`src/rtl/irqctl_pkg.sv`:
```
package irqctl_pkg;

  typedef enum logic [2:0] {
    ST_WAIT_W1 = 3'd0,
    ST_WAIT_W2 = 3'd1,
    ST_WAIT_W3 = 3'd2,
    ST_WAIT_W4 = 3'd3,
    ST_READY   = 3'd4
  } seq_state_e;

  // command-byte field positions the decoder depends on
  localparam int unsigned B_INIT  = 4;
  localparam int unsigned B_OCSEL = 3;
  localparam int unsigned B_ROT   = 7;
  localparam int unsigned B_SPEC  = 6;
  localparam int unsigned B_EOI   = 5;
  localparam int unsigned B_SNGL  = 1;
  localparam int unsigned B_NEED4 = 0;

  localparam logic [1:0] RSEL_PEND = 2'b10;
  localparam logic [1:0] RSEL_INSV = 2'b11;

endpackage

```
`src/rtl/irqctl_edge.sv`:
```
module irqctl_edge #(
  parameter int unsigned N_LINES = 8
) (
  input  logic               clk,
  input  logic               rst_n,
  input  logic [N_LINES-1:0] req_in,
  input  logic [N_LINES-1:0] clr,
  output logic [N_LINES-1:0] rise,
  output logic [N_LINES-1:0] pend
);

  logic [N_LINES-1:0] req_q;

  assign rise = req_in & ~req_q;

  always_ff @(posedge clk or negedge rst_n) begin
    if (!rst_n) begin
      req_q <= '0;
      pend  <= '0;
    end else begin
      req_q <= req_in;
      pend  <= (pend & ~clr) | rise;
    end
  end

endmodule

```
`src/rtl/irqctl_prio.sv`:
```
module irqctl_prio #(
  parameter int unsigned N_LINES = 8,
  localparam int unsigned IW = (N_LINES > 1) ? $clog2(N_LINES) : 1
) (
  input  logic [N_LINES-1:0] vec,
  output logic               any,
  output logic [N_LINES-1:0] onehot,
  output logic [IW-1:0]      idx
);

  logic [N_LINES:0] seen;

  assign seen[0] = 1'b0;

  for (genvar i = 0; i < N_LINES; i++) begin : g_chain
    assign onehot[i]  = vec[i] & ~seen[i];
    assign seen[i+1]  = seen[i] | vec[i];
  end

  assign any = seen[N_LINES];

  function automatic logic [IW-1:0] f_encode(input logic [N_LINES-1:0] oh);
    logic [IW-1:0] r;
    r = '0;
    for (int k = 0; k < N_LINES; k++) begin
      if (oh[k]) r = r | IW'(k);
    end
    return r;
  endfunction

  assign idx = f_encode(onehot);

endmodule

```
`src/rtl/irqctl_seq.sv`:
```
module irqctl_seq
  import irqctl_pkg::*;
(
  input  logic clk,
  input  logic rst_n,
  input  logic cmd_wr,
  input  logic data_wr,
  input  logic is_init,
  input  logic sngl_bit,
  input  logic need4_bit,
  output logic ready,
  output logic base_load
);

  seq_state_e st;
  logic       single_q;
  logic       need4_q;

  assign ready     = (st == ST_READY);
  assign base_load = data_wr && (st == ST_WAIT_W2);

  always_ff @(posedge clk or negedge rst_n) begin
    if (!rst_n) begin
      st       <= ST_WAIT_W1;
      single_q <= 1'b0;
      need4_q  <= 1'b0;
    end else if (cmd_wr && is_init) begin
      st       <= ST_WAIT_W2;
      single_q <= sngl_bit;
      need4_q  <= need4_bit;
    end else if (data_wr) begin
      case (st)
        ST_WAIT_W2: st <= !single_q ? ST_WAIT_W3 : (need4_q ? ST_WAIT_W4 : ST_READY);
        ST_WAIT_W3: st <= need4_q ? ST_WAIT_W4 : ST_READY;
        ST_WAIT_W4: st <= ST_READY;
        default:    st <= st;
      endcase
    end
  end

endmodule

```
`src/rtl/irqctl_core.sv`:
```
module irqctl_core
  import irqctl_pkg::*;
#(
  parameter int unsigned N_LINES = 8,
  parameter int unsigned DW      = 8,
  localparam int unsigned IW = (N_LINES > 1) ? $clog2(N_LINES) : 1
) (
  input  logic               clk,
  input  logic               rst_n,
  input  logic               wr_en,
  input  logic               addr,
  input  logic [DW-1:0]      wdata,
  output logic [DW-1:0]      rdata,
  input  logic [N_LINES-1:0] req_in,
  input  logic               ack,
  output logic               irq_out,
  output logic [DW-1:0]      vector
);

  // named internal events
  logic               cmd_wr, data_wr, ready, base_load;
  logic               op2_wr, op3_wr, eoi_sp, eoi_ns, ack_take;
  logic [N_LINES-1:0] rise, irr, imr, isr, pend_open;
  logic [N_LINES-1:0] win_oh, isr_low_oh, eoi_clr, ack_set, sp_oh;
  logic [IW-1:0]      win_idx, isr_low_idx;
  logic               isr_any;
  logic [DW-1:0]      base;
  logic [1:0]         rsel;

  assign cmd_wr  = wr_en & ~addr;
  assign data_wr = wr_en & addr;

  irqctl_seq u_seq (
    .clk       (clk),
    .rst_n     (rst_n),
    .cmd_wr    (cmd_wr),
    .data_wr   (data_wr),
    .is_init   (wdata[B_INIT]),
    .sngl_bit  (wdata[B_SNGL]),
    .need4_bit (wdata[B_NEED4]),
    .ready     (ready),
    .base_load (base_load)
  );

  irqctl_edge #(.N_LINES(N_LINES)) u_edge (
    .clk    (clk),
    .rst_n  (rst_n),
    .req_in (req_in),
    .clr    (ack_set),
    .rise   (rise),
    .pend   (irr)
  );

  assign pend_open = irr & ~imr;

  irqctl_prio #(.N_LINES(N_LINES)) u_win (
    .vec    (pend_open),
    .any    (irq_out),
    .onehot (win_oh),
    .idx    (win_idx)
  );

  irqctl_prio #(.N_LINES(N_LINES)) u_isr_low (
    .vec    (isr),
    .any    (isr_any),
    .onehot (isr_low_oh),
    .idx    (isr_low_idx)
  );

  // command decode
  assign op2_wr = cmd_wr & ready & ~wdata[B_INIT] & ~wdata[B_OCSEL];
  assign op3_wr = cmd_wr & ready & ~wdata[B_INIT] &  wdata[B_OCSEL];
  assign eoi_sp = op2_wr & wdata[B_EOI] & ~wdata[B_ROT] &  wdata[B_SPEC];
  assign eoi_ns = op2_wr & wdata[B_EOI] & ~wdata[B_ROT] & ~wdata[B_SPEC];

  function automatic logic [N_LINES-1:0] f_level_oh(input logic [2:0] lvl);
    logic [N_LINES-1:0] r;
    r = '0;
    for (int k = 0; k < N_LINES; k++) begin
      if (lvl == 3'(k)) r[k] = 1'b1;
    end
    return r;
  endfunction

  function automatic logic [DW-1:0] f_vector(input logic [DW-1:0] b, input logic [IW-1:0] i);
    return b + DW'(i);
  endfunction

  assign sp_oh    = f_level_oh(wdata[2:0]);
  assign eoi_clr  = eoi_sp ? sp_oh : (eoi_ns && isr_any) ? isr_low_oh : '0;
  assign ack_take = ack & irq_out;
  assign ack_set  = ack_take ? win_oh : '0;
  assign vector   = f_vector(base, win_idx);

  always_ff @(posedge clk or negedge rst_n) begin
    if (!rst_n) begin
      isr  <= '0;
      imr  <= '0;
      base <= '0;
      rsel <= 2'b00;
    end else begin
      isr <= (isr & ~eoi_clr) | ack_set;
      if (data_wr && ready) imr  <= wdata[N_LINES-1:0];
      if (base_load)        base <= wdata;
      if (op3_wr)           rsel <= wdata[1:0];
    end
  end

  always_comb begin
    if (addr) begin
      rdata = DW'(imr);
    end else begin
      case (rsel)
        RSEL_PEND: rdata = DW'(irr);
        RSEL_INSV: rdata = DW'(isr);
        default:   rdata = '0;
      endcase
    end
  end

endmodule

```
`config.mk`:
```
export PLATFORM = sky130hd
export DESIGN_NAME = irqctl_core
export DESIGN_NICKNAME = d
export VERILOG_FILES = /design/src/rtl/irqctl_pkg.sv /design/src/rtl/irqctl_edge.sv /design/src/rtl/irqctl_prio.sv /design/src/rtl/irqctl_seq.sv /design/src/rtl/irqctl_core.sv
export SDC_FILE = /design/constraint.sdc
export NUM_CORES = 1
export LEC_CHECK = 0
export BUFFER_PORTS_ARGS = -buffer_cell sky130_fd_sc_hd__buf_2
export CELL_PAD_IN_SITES_DETAIL_PLACEMENT = 1
export CELL_PAD_IN_SITES_GLOBAL_PLACEMENT = 1
export CORE_ASPECT_RATIO = 0.6
export CORE_MARGIN = 3
export CORE_UTILIZATION = 47
export CTS_CLUSTER_DIAMETER = 30
export DETAILED_ROUTE_END_ITERATION = 7
export GPL_TIMING_DRIVEN = 0
export PLACE_DENSITY = 0.95
export SYNTH_ARGS = -nofsm -noshare
export SYNTH_HDL_FRONTEND = slang
export SYNTH_SLANG_ARGS = --single-unit
```
`constraint.sdc`:
```
create_clock -name clk -period 4.89 [get_ports clk]
set_input_delay 0.489 -clock clk [delete_from_list [all_inputs] [get_ports clk]]
set_output_delay 0.489 -clock clk [all_outputs]
set_load 0.05 [all_outputs]
```
== Yosys cells after proc, flatten, opt, wreduce, memory -nomap -nowiden ==
Index checks and enable logic that the tools add are counted.
Cells by class
  reduce and logical (&&, ||, !) cells: 8
  multiplexer cells: 25
  add/sub/neg operators: 1
  bitwise logic cells: 68
  equal/unequal tests: 13
Operators with widths (count)
  $and A8 B8 Y8: 4
  $mux W8: 4
  $not A8 Y8: 4
  $and A1 B1 Y1: 25
  $mux W3: 8
  $not A1 Y1: 19
  $or A8 B8 Y8: 2
  $pmux W8 S2: 1
  $eq A3 B3 Y1 const B: 5
  $or A1 B1 Y1: 14
  $eq A3 B2 Y1 const B: 4
  $mux W1: 9
  $pmux W3 S3: 1
  $add A8 B3 Y8: 1
  $eq A3 B1 Y1 const B: 2
  $eq A2 B2 Y1 const B: 2
  $logic_and A1 B1 Y1: 4
  $mux W2: 2
  $reduce_bool A4 Y1: 1
  $logic_not A3 Y1: 1
  $reduce_and A2 Y1: 1
  $reduce_bool A2 Y1: 1
Word-level totals
  bits in registers: 47
  output and inout bits: 17
  logic and storage cells: 124
  bits of input ports: 21

== Depth between registers and ports, before layout ==
Gate-level depths: netlist of run 1.
  word-level depth: 14
  gate-level depth with buffers: 10
  depth with buffers taken out: 10

== Hierarchy ==
Synthesis of run 1 repeated with hierarchy kept, for this count alone.
Unflattened totals
  cells, all modules: 268
  area total of the unflattened synthesis: 2781.4 µm²
By module, submodules not included
  irqctl_core: cells an instance 154, area an instance 1616.6 µm², instances 1
  irqctl_edge: cells an instance 40, area an instance 600.6 µm², instances 1
  irqctl_prio: cells an instance 24, area an instance 146.4 µm², instances 2
  irqctl_seq: cells an instance 26, area an instance 271.5 µm², instances 1

== Least setup slack after synthesis of run 1 ==
Ideal clock, no wire load.
  path kind: reg2out
  start: reg imr[6]
  end: out vector[6]
  cell stages (with the launch flop): 11
  slack: 1796 ps
  arrival time: 2605 ps
  data required time: 4401 ps
  cells stage by stage: dfrtp_1 nand2b_1 nor3b_1 o31ai_1 a21boi_0 ha_1 fa_1 a21o_1 nand2_1 nor2_1 xor2_1
On the way
  cells in the longest elaborated chain, start to end: 7
  elaborated cells on any way between the ends: 9
RTL lines
  start: declaration: RTL line irqctl_core.sv:23  | logic [N_LINES-1:0] rise, irr, imr, isr, pend_open;
  start signal: assignment: RTL line irqctl_core.sv:103  | if (data_wr && ready) imr <= wdata[N_LINES-1:0];
  $not A8 Y8 (*): RTL line irqctl_core.sv:54  | assign pend_open = irr & ~imr;
  $and A8 B8 Y8 (*): RTL line irqctl_core.sv:54
  $or A1 B1 Y1: RTL line irqctl_prio.sv:17  | assign seen[i+1] = seen[i] | vec[i];
  $not A1 Y1: RTL line irqctl_prio.sv:16  | assign onehot[i] = vec[i] & ~seen[i];
  $and A1 B1 Y1: RTL line irqctl_prio.sv:16
  $mux W3 (*): RTL line irqctl_prio.sv:26  | if (oh[k]) r = r | IW'(k);
  $add A8 B3 Y8 (*): RTL line irqctl_core.sv:86  | return b + DW'(i);
  end: declaration: RTL line irqctl_core.sv:17  | output logic [DW-1:0] vector
Every way passes the cells marked *; elsewhere a longest branch is shown, timed or not.

== Worst setup path in the final report of run 1 ==
  start: reg imr[4]
  end: out vector[6]
On the way
  cells in the longest elaborated chain, start to end: 9
  elaborated cells on any way between the ends: 17
RTL lines (RTL line)
  $not A8 Y8 (*): irqctl_core.sv:54
  $and A8 B8 Y8 (*): irqctl_core.sv:54
  $or A1 B1 Y1: irqctl_prio.sv:17
  $not A1 Y1 or $or A1 B1 Y1 (tied branches): irqctl_prio.sv:16, irqctl_prio.sv:17
  $and A1 B1 Y1, or another cell as far along: irqctl_prio.sv:16
  $mux W3, or another cell as far along: irqctl_prio.sv:26
  $mux W3 or $and A1 B1 Y1 (tied branches): irqctl_prio.sv:26, irqctl_prio.sv:16
  $mux W3 (*): irqctl_prio.sv:26
  $add A8 B3 Y8 (*): irqctl_core.sv:86
Marks and branches as above.

==> impl_results.md, run 1 <==
* Status: finished clean
* Worst reg2reg path startpoint: isr[2]
* Core box area at 4780 um2
* CP Data Required Time at 4.40 ns
* Initial Utilization at 51.2%
* Total track usage at 24.4%
* DRT iter0 DRCs at 140
* Total nets after synthesis at 265
* Average cell area after synthesis at 10.2 um2
* Placer Congestion at 0.846
* WL/cell at 20.7 um
* TritonCTS clock tree: built
* Hold EP: u_edge.req_q[0]
* Detailed placement HPWL at 5350 um
* CTS Buf Count at 5
* Worst VDD drop at 0.388 mV
* CTS-repair resized insts at 0
* Clock latency on the worst-skew pair at 0.31 ns
* Area delta synth->final at 14.6%
* DRC Markers at 0
* Pre-CTS setup slack at 1.90 ns
* Max Transition Viols Final at 0
* Area contributors post-synth: dfrtp_1 (48%), mux2_2 (9.2%), o21ai_0 (5.1%), nand2_1 (3.4%), mux2i_1 (3.3%)
* Cells on worst reg2reg path at 4
* CP Max Fanout at 6
* Number of antenna violations at the first check in global routing at 0
* Clk_skew at 0.0109 ns
* Nets@finish at 307
* Hold depth at 1
* Post-synthesis sequential area ratio at 48.1%
* Synth cell types at 43
* Port bufs at 35
* FP Rows at 19
* Antenna Violating Nets Remaining at 0
* Fin util at 58.7%
* Final Non-Filler Cells at 346
* Endpoints failing setup at 0
* Largest net degree at the start of global routing at 48
* Via count at 2060
* Lkg Pwr at 1.25 nW
* RSZ-0062 raised after global routing: no
* Placed cells at 338
* Final worst slack at 1.50 ns
* First-pass GRT wire length at 11200 um
* DIE AREA at 6130 um2
* Grt total ovfl at 0
* Vias in the first global route at 2107
* Post-synth top flop: dfrtp_1
* Share of the synthesized area in the top cell type at 48.1%
* Critical Path Start Type: flip-flop
* Htree depth at 2
* Capturing point of the worst reg2reg path: isr[6]
* Number of setup buffers added after CTS at 0
* Setup TNS at 0 ns
* Cell Area, Placed at 2700 um2
* DR vias/cell at 5.95
* Final period util at 69.3%
* Post-route total power at 1.99 mW
* P per Cell Area at 710 nW/um2
* Min cycle time layout at 3.39 ns
* Die height at 61.9 um
* Max Cap Viol at 0
* Yosys warning total at 0
* Synth Instances at 240
* Yosys top cell by area: dfrtp_1
* IO Count at 38
* Fmax at 0.295 GHz
* Final hold violation count at 0
* Clock root buffer: clkbuf_8
* Hold Slack at 0.295 ns
* Count of flip-flops with a built-in enable after synthesis at 0
* Reg clk slew, reported paths at 0.09 ns
* Die width at 99.1 um
* Clock Sink Count at 47
* Worst path arrival time at 2.90 ns
* Synth Cell Area at 2440 um2
* Critical hold path startpoint: req_in[0]
* R2R setup slack at 3.07 ns
* Final instance area at 2800 um2
* Async set-or-reset flop fraction in the synthesized netlist at 100%
* Least-Margin Pin Slew at 1.09 ns
* Crit Path Category: flip-flop to output port
* CP Capture Type: output port
* Hold crit path type: primary input to flip-flop
* Count leader, synth: dfrtp_1
* Fraction of layout cells with a size suffix above 1 at 24.7%
* Clk buf depth at 2
* Post-synthesis register bit count at 47
* Hold Buf Count CTS at 0
* Drt pass-1 iters at 4
* Max-Slew Margin vs Limit at 27.7%
* N_diodes at 0
* Top post-synthesis cells by count: dfrtp_1 (47), o21ai_0 (25), nand2_1 (22)
* Drt total wl at 7160 um
-- flip-flops by register name (all words and copies together), names as in the netlist --
register	count
u_seq.need4_q	1
u_edge.req_q	8
isr	8
imr	8
u_seq.st	3
u_seq.single_q	1
base	8
rsel	2
u_edge.pend	8
-- cells by family after synthesis --
| logic type | count (synthesis) | synth area share [%] |
|---|---|---|
| simple gates | 78 | 17.3 |
| compound gates | 56 | 14.4 |
| flops | 47 | 48.1 |
| mux | 28 | 12.5 |
| buf+inv | 22 | 3.53 |
| xor+xnor | 5 | 1.79 |
| fa+ha+maj | 4 | 2.35 |
-- cells in the final DEF, fill, tap and decap left out, types with 4 or more instances in the layout --
master / Yosys / final
mux2_2: 20 / 20
nand2_1: 22 / 22
nor3b_1: 4 / 4
o22ai_1: 4 / 4
nor2b_1: 5 / 5
nand2b_1: 8 / 8
dfrtp_1: 47 / 47
clkbuf_8: 0 / 7
o31ai_1: 6 / 6
buf_2: 3 / 38
nor3_1: 8 / 8
clkbuf_1: 6 / 6
inv_1: 13 / 13
o21ai_0: 25 / 25
nand4_1: 4 / 4
nor2_1: 10 / 10
a21oi_1: 7 / 7
mux2i_1: 8 / 8
-- worst max path at each step --
stage	end	cells after the start	slack [ns]	startpoint
5_1_grt	vector[6]	11	1.33	u_edge.pend[4]
2_1_floorplan	vector[6]	10	1.80	imr[6]
3_3_place_gp	vector[6]	11	1.93	imr[4]
6_report	vector[6]	11	1.50	imr[4]
3_5_place_dp	vector[6]	11	1.90	u_edge.pend[4]
4_1_cts	vector[6]	11	1.49	imr[4]
-- critical path, cell delays in order, from the launching register on --
cell      delay [ns]
dfrtp_1         0.44
nor2b_1         0.41
a21oi_1         0.12
o31ai_1         0.09
a21boi_0        0.14
ha_1            0.25
fa_1            0.41
a21o_1          0.19
nand2_1         0.10
nor2_1          0.06
xor2_1          0.11
buf_2           0.27
-- final cells by class --
cell class              instances  area [um2]
plain buffers                   9        37.5
clock buffers                   7        96.3
clock inverters                 1        7.51
fillers                       541        1980
inverters                      13        48.8
multi-input cells             171        1180
flip-flops and latches         47        1180
well taps                      63        78.8
repair buffers                 35         175
-- power by group --
group,internal (mW),total (mW),switching [mW]
Sequential,0.516,0.664,0.148
Combinational,0.326,1.06,0.736
Clock,0.129,0.265,0.136
Total,0.971,1.99,1.02
-- routing by layer --
metal  wire, um  vias up  track usage (%)
met2       3310       62             41.1
li1           -      946                -
met3        419       10             5.69
met5          0        -                0
met4         79        0             5.64
met1       3350     1042             33.1
No activity file was read; power rests on OpenSTA's default activity.
==> inputs of run 2 (changes only) <==
ABC_AREA = 1   (was default)
CORE_UTILIZATION = 38   (was 47)
PLACE_DENSITY = 0.87   (was 0.95)
clock period = 2.9 ns   (was 4.89 ns; I/O delays follow)
==> impl_results.md, run 2 <==
* IO Count at 38 (unchanged)
* Hold EP: u_edge.req_q[5]
* Reg clk slew, reported paths at 0.11 ns (+0.02 ns)
* Async set-or-reset flop fraction in the synthesized netlist at 100% (unchanged)
* Post-synth top flop: dfrtp_1
* Least-Margin Pin Slew at 1.07 ns (-0.0114 ns)
* Htree depth at 2 (unchanged)
* Average cell area after synthesis at 8.14 um2 (-20%)
* Count of flip-flops with a built-in enable after synthesis at 0 (unchanged)
* Via count at 2389 (+16%)
* Worst VDD drop at 0.773 mV (+99%)
* Max Transition Viols Final at 0 (unchanged)
* Area delta synth->final at 26.3%
* Synth Cell Area at 2550 um2 (+4.5%)
* Final worst slack at -0.0102 ns (-1.51 ns)
* Port bufs at 36 (+2.9%)
* Grt total ovfl at 0 (unchanged)
* Endpoints failing setup at 1 (+1)
* Die height at 69.5 um (+12%)
* Switching pwr at 1.75 mW (+71%)
* Status: finished with violations
* Synth Instances at 314 (+31%)
* Final period util at 100%
* Fillers at 775 (+43%)
* FP Rows at 22 (+3)
* WL/cell at 16.6 um (-20%)
* Area contributors post-synth: dfrtp_1 (46%), nand2_1 (11%), nand3_1 (5.7%), inv_1 (5.6%), o21ai_0 (5.3%)
* Clock Power Share at 12.5% (-0.8 points)
* Count leader, synth: nand2_1
* DRC Markers at 0 (unchanged)
* CTS Buf Count at 5 (unchanged)
* Hold Slack at 0.0945 ns (-0.200 ns)
* CP Max Fanout at 3 (-3)
* Clk buf depth at 2 (unchanged)
* Placed cells at 434 (+28%)
* Most common cell after layout, fill and taps aside: nand2_1
* Comb power frac at 56.2% (+2.8 points)
* Detailed placement HPWL at 5550 um (+3.6%)
* DIE AREA at 7780 um2 (+27%)
* Pint at 1.67 mW (+72%)
* Hold Buf Count CTS at 0 (unchanged)
* Die width at 112 um (+13%)
* Crit Path Category: flip-flop to output port
* Share of the synthesized area in the top cell type at 46.0% (-2.1 points)
* Most frequent cells in the layout: nand2_1 (71), dfrtp_1 (47), inv_1 (35)
* Vias in the first global route at 2479 (+18%)
* Hold depth at 1 (unchanged)
* Fmax at 0.344 GHz
* Total nets after synthesis at 339 (+28%)
* CP Data Required Time at 2.61 ns (-1.79 ns)
* Sw frac at 51.1% (-0.098 points)
* Total track usage at 20.3% (-4.1 points)
* Yosys warning total at 0 (unchanged)
* Placer Congestion at 0.846 (about the same)
* Max Cap Viol at 0 (unchanged)
* Lkg Pwr at 1.64 nW (+32%)
* Final Non-Filler Cells at 462 (+34%)
* Final hold violation count at 0 (unchanged)
* Post-synthesis sequential area ratio at 46.0% (-2.1 points)
* Worst reg2reg path startpoint: u_edge.pend[7]
* Largest net degree at the start of global routing at 48 (unchanged)
* Cells on worst reg2reg path at 7 (+3)
* Nets@finish at 402 (+31%)
* Drt pass-1 iters at 4 (unchanged)
* Register share of total power at 31.2% (-2.1 points)
* Worst path arrival time at 2.62 ns (-0.28 ns)
* Violated checks: setup timing
* N_diodes at 0 (unchanged)
* Core box area at 6300 um2 (+32%)
* Top post-synthesis cells by count: nand2_1 (75), dfrtp_1 (47), inv_1 (38)
* Fin util at 51.2% (-7.5 points)
* R2R setup slack at 1.27 ns (-1.80 ns)
* Antenna Violating Nets Remaining at 0 (unchanged)
* RSZ-0062 raised after global routing: yes
* Clock Sink Count at 47 (unchanged)
* Hold crit path type: primary input to flip-flop
* Post-synthesis register bit count at 47 (unchanged)
* Fraction of layout cells with a size suffix above 1 at 30.7% (+6.0 points)
* Synth cell types at 33 (-23%)
* TritonCTS clock tree: built
* Initial Utilization at 40.5% (-11 points)
* Clk_skew at 0.0131 ns (+0.00222 ns)
* Clock latency on the worst-skew pair at 0.31 ns (about the same)
* Critical hold path startpoint: req_in[5]
* Min cycle time layout at 2.91 ns
* CP Capture Type: output port
* Max-Slew Margin vs Limit at 28.4% (+0.76 points)
* Drt total wl at 7670 um (+7.1%)
* Yosys top cell by area: dfrtp_1
* Clock root buffer: clkbuf_8
* P per Cell Area at 1060 nW/um2 (+49%)
* Capturing point of the worst reg2reg path: u_edge.pend[3]
* First-pass GRT wire length at 12600 um (+12%)
* Critical Path Start Type: flip-flop
* Number of antenna violations at the first check in global routing at 0 (unchanged)
* DRT iter0 DRCs at 136 (-2.9%)
* DR vias/cell at 5.17 (-13%)
## run 2: per-stage QoR
step / area, um2 / TNS [ns] / setup WS (ns) / power, mW
2_1_floorplan: 2560 / 0 / 0.0179 / 2.24
3_3_place_gp: 2850 / 0 / 0.136 / 2.54
3_5_place_dp: 2850 / 0 / 0.0450 / 2.60
4_1_cts: 3090 / -0.0858 / -0.0479 / 3.21
5_1_grt: 3230 / -0.451 / -0.143 / 3.64
6_report: 3230 / -0.0102 / -0.0102 / 3.41
## run 2: worst max path at each step
stage | startpoint | endpoint | slack [ns] | depth (start not counted)
6_report | imr[2] | vector[4] | -0.01 | 13
5_1_grt | imr[2] | vector[4] | -0.14 | 13
4_1_cts | imr[3] | vector[7] | -0.05 | 16
3_5_place_dp | u_edge.pend[4] | vector[7] | 0.05 | 15
3_3_place_gp | imr[4] | vector[7] | 0.14 | 14
2_1_floorplan | u_edge.pend[1] | vector[6] | 0.02 | 13
## run 2: timing repair
item                                   CTS  global route
buffers inserted                        13             7
setup endpoints to repair                5             6
endpoints found under the hold margin    0             0
gates resized for setup                 21            18
pin swaps                                8            14
## run 2: kinds of logic after synthesis
kind of cell	synth area share, %
AOI/OAI and AO/OA	9.40
xor gates and xnor gates	2.06
adders and majority gates	2.25
buffers and inverters	7.20
DFF	46.0
and+or+nand+nor	33.1
## run 2: critical path, stage by stage, from the launching register on
cell	delay (ns)
dfrtp_1	0.41
inv_2	0.09
nand2_4	0.07
buf_6	0.12
nor3b_4	0.15
nor2_1	0.16
nand3_2	0.12
ha_4	0.18
fa_2	0.38
nand2_1	0.09
a21oi_2	0.07
buf_4	0.13
xor2_1	0.11
buf_4	0.21
## run 2: per-layer routing
layer | vias to the layer above | GRT usage, % | wire, um
li1 | 1144 | - | -
met1 | 1188 | 29.7 | 3730
met2 | 53 | 31.9 | 3530
met3 | 4 | 3.57 | 381
met4 | 0 | 3.51 | 25
met5 | - | 0 | 0
## run 2: power groups by stage
stage	sequential [mW]	combinational, mW	clock (mW)
global route	1.09	2.08	0.463
detailed placement	1.07	1.54	0
global placement	1.06	1.48	0
floorplan	1.00	1.23	0
CTS	1.05	1.73	0.430
finish	1.07	1.92	0.428
## run 2: layout make-up
class / count / area [um2] / share of cell area, %
Timing Repair Buffer: 56 / 350 / 10.9
Tap cell: 84 / 105 / 3.26
Multi-Input combinational cell: 220 / 1320 / 40.9
Inverter: 40 / 150 / 4.65
Clock inverter: 3 / 22.5 / 0.698
Buffer: 7 / 33.8 / 1.05
Sequential cell: 47 / 1180 / 36.4
Clock buffer: 5 / 68.8 / 2.13
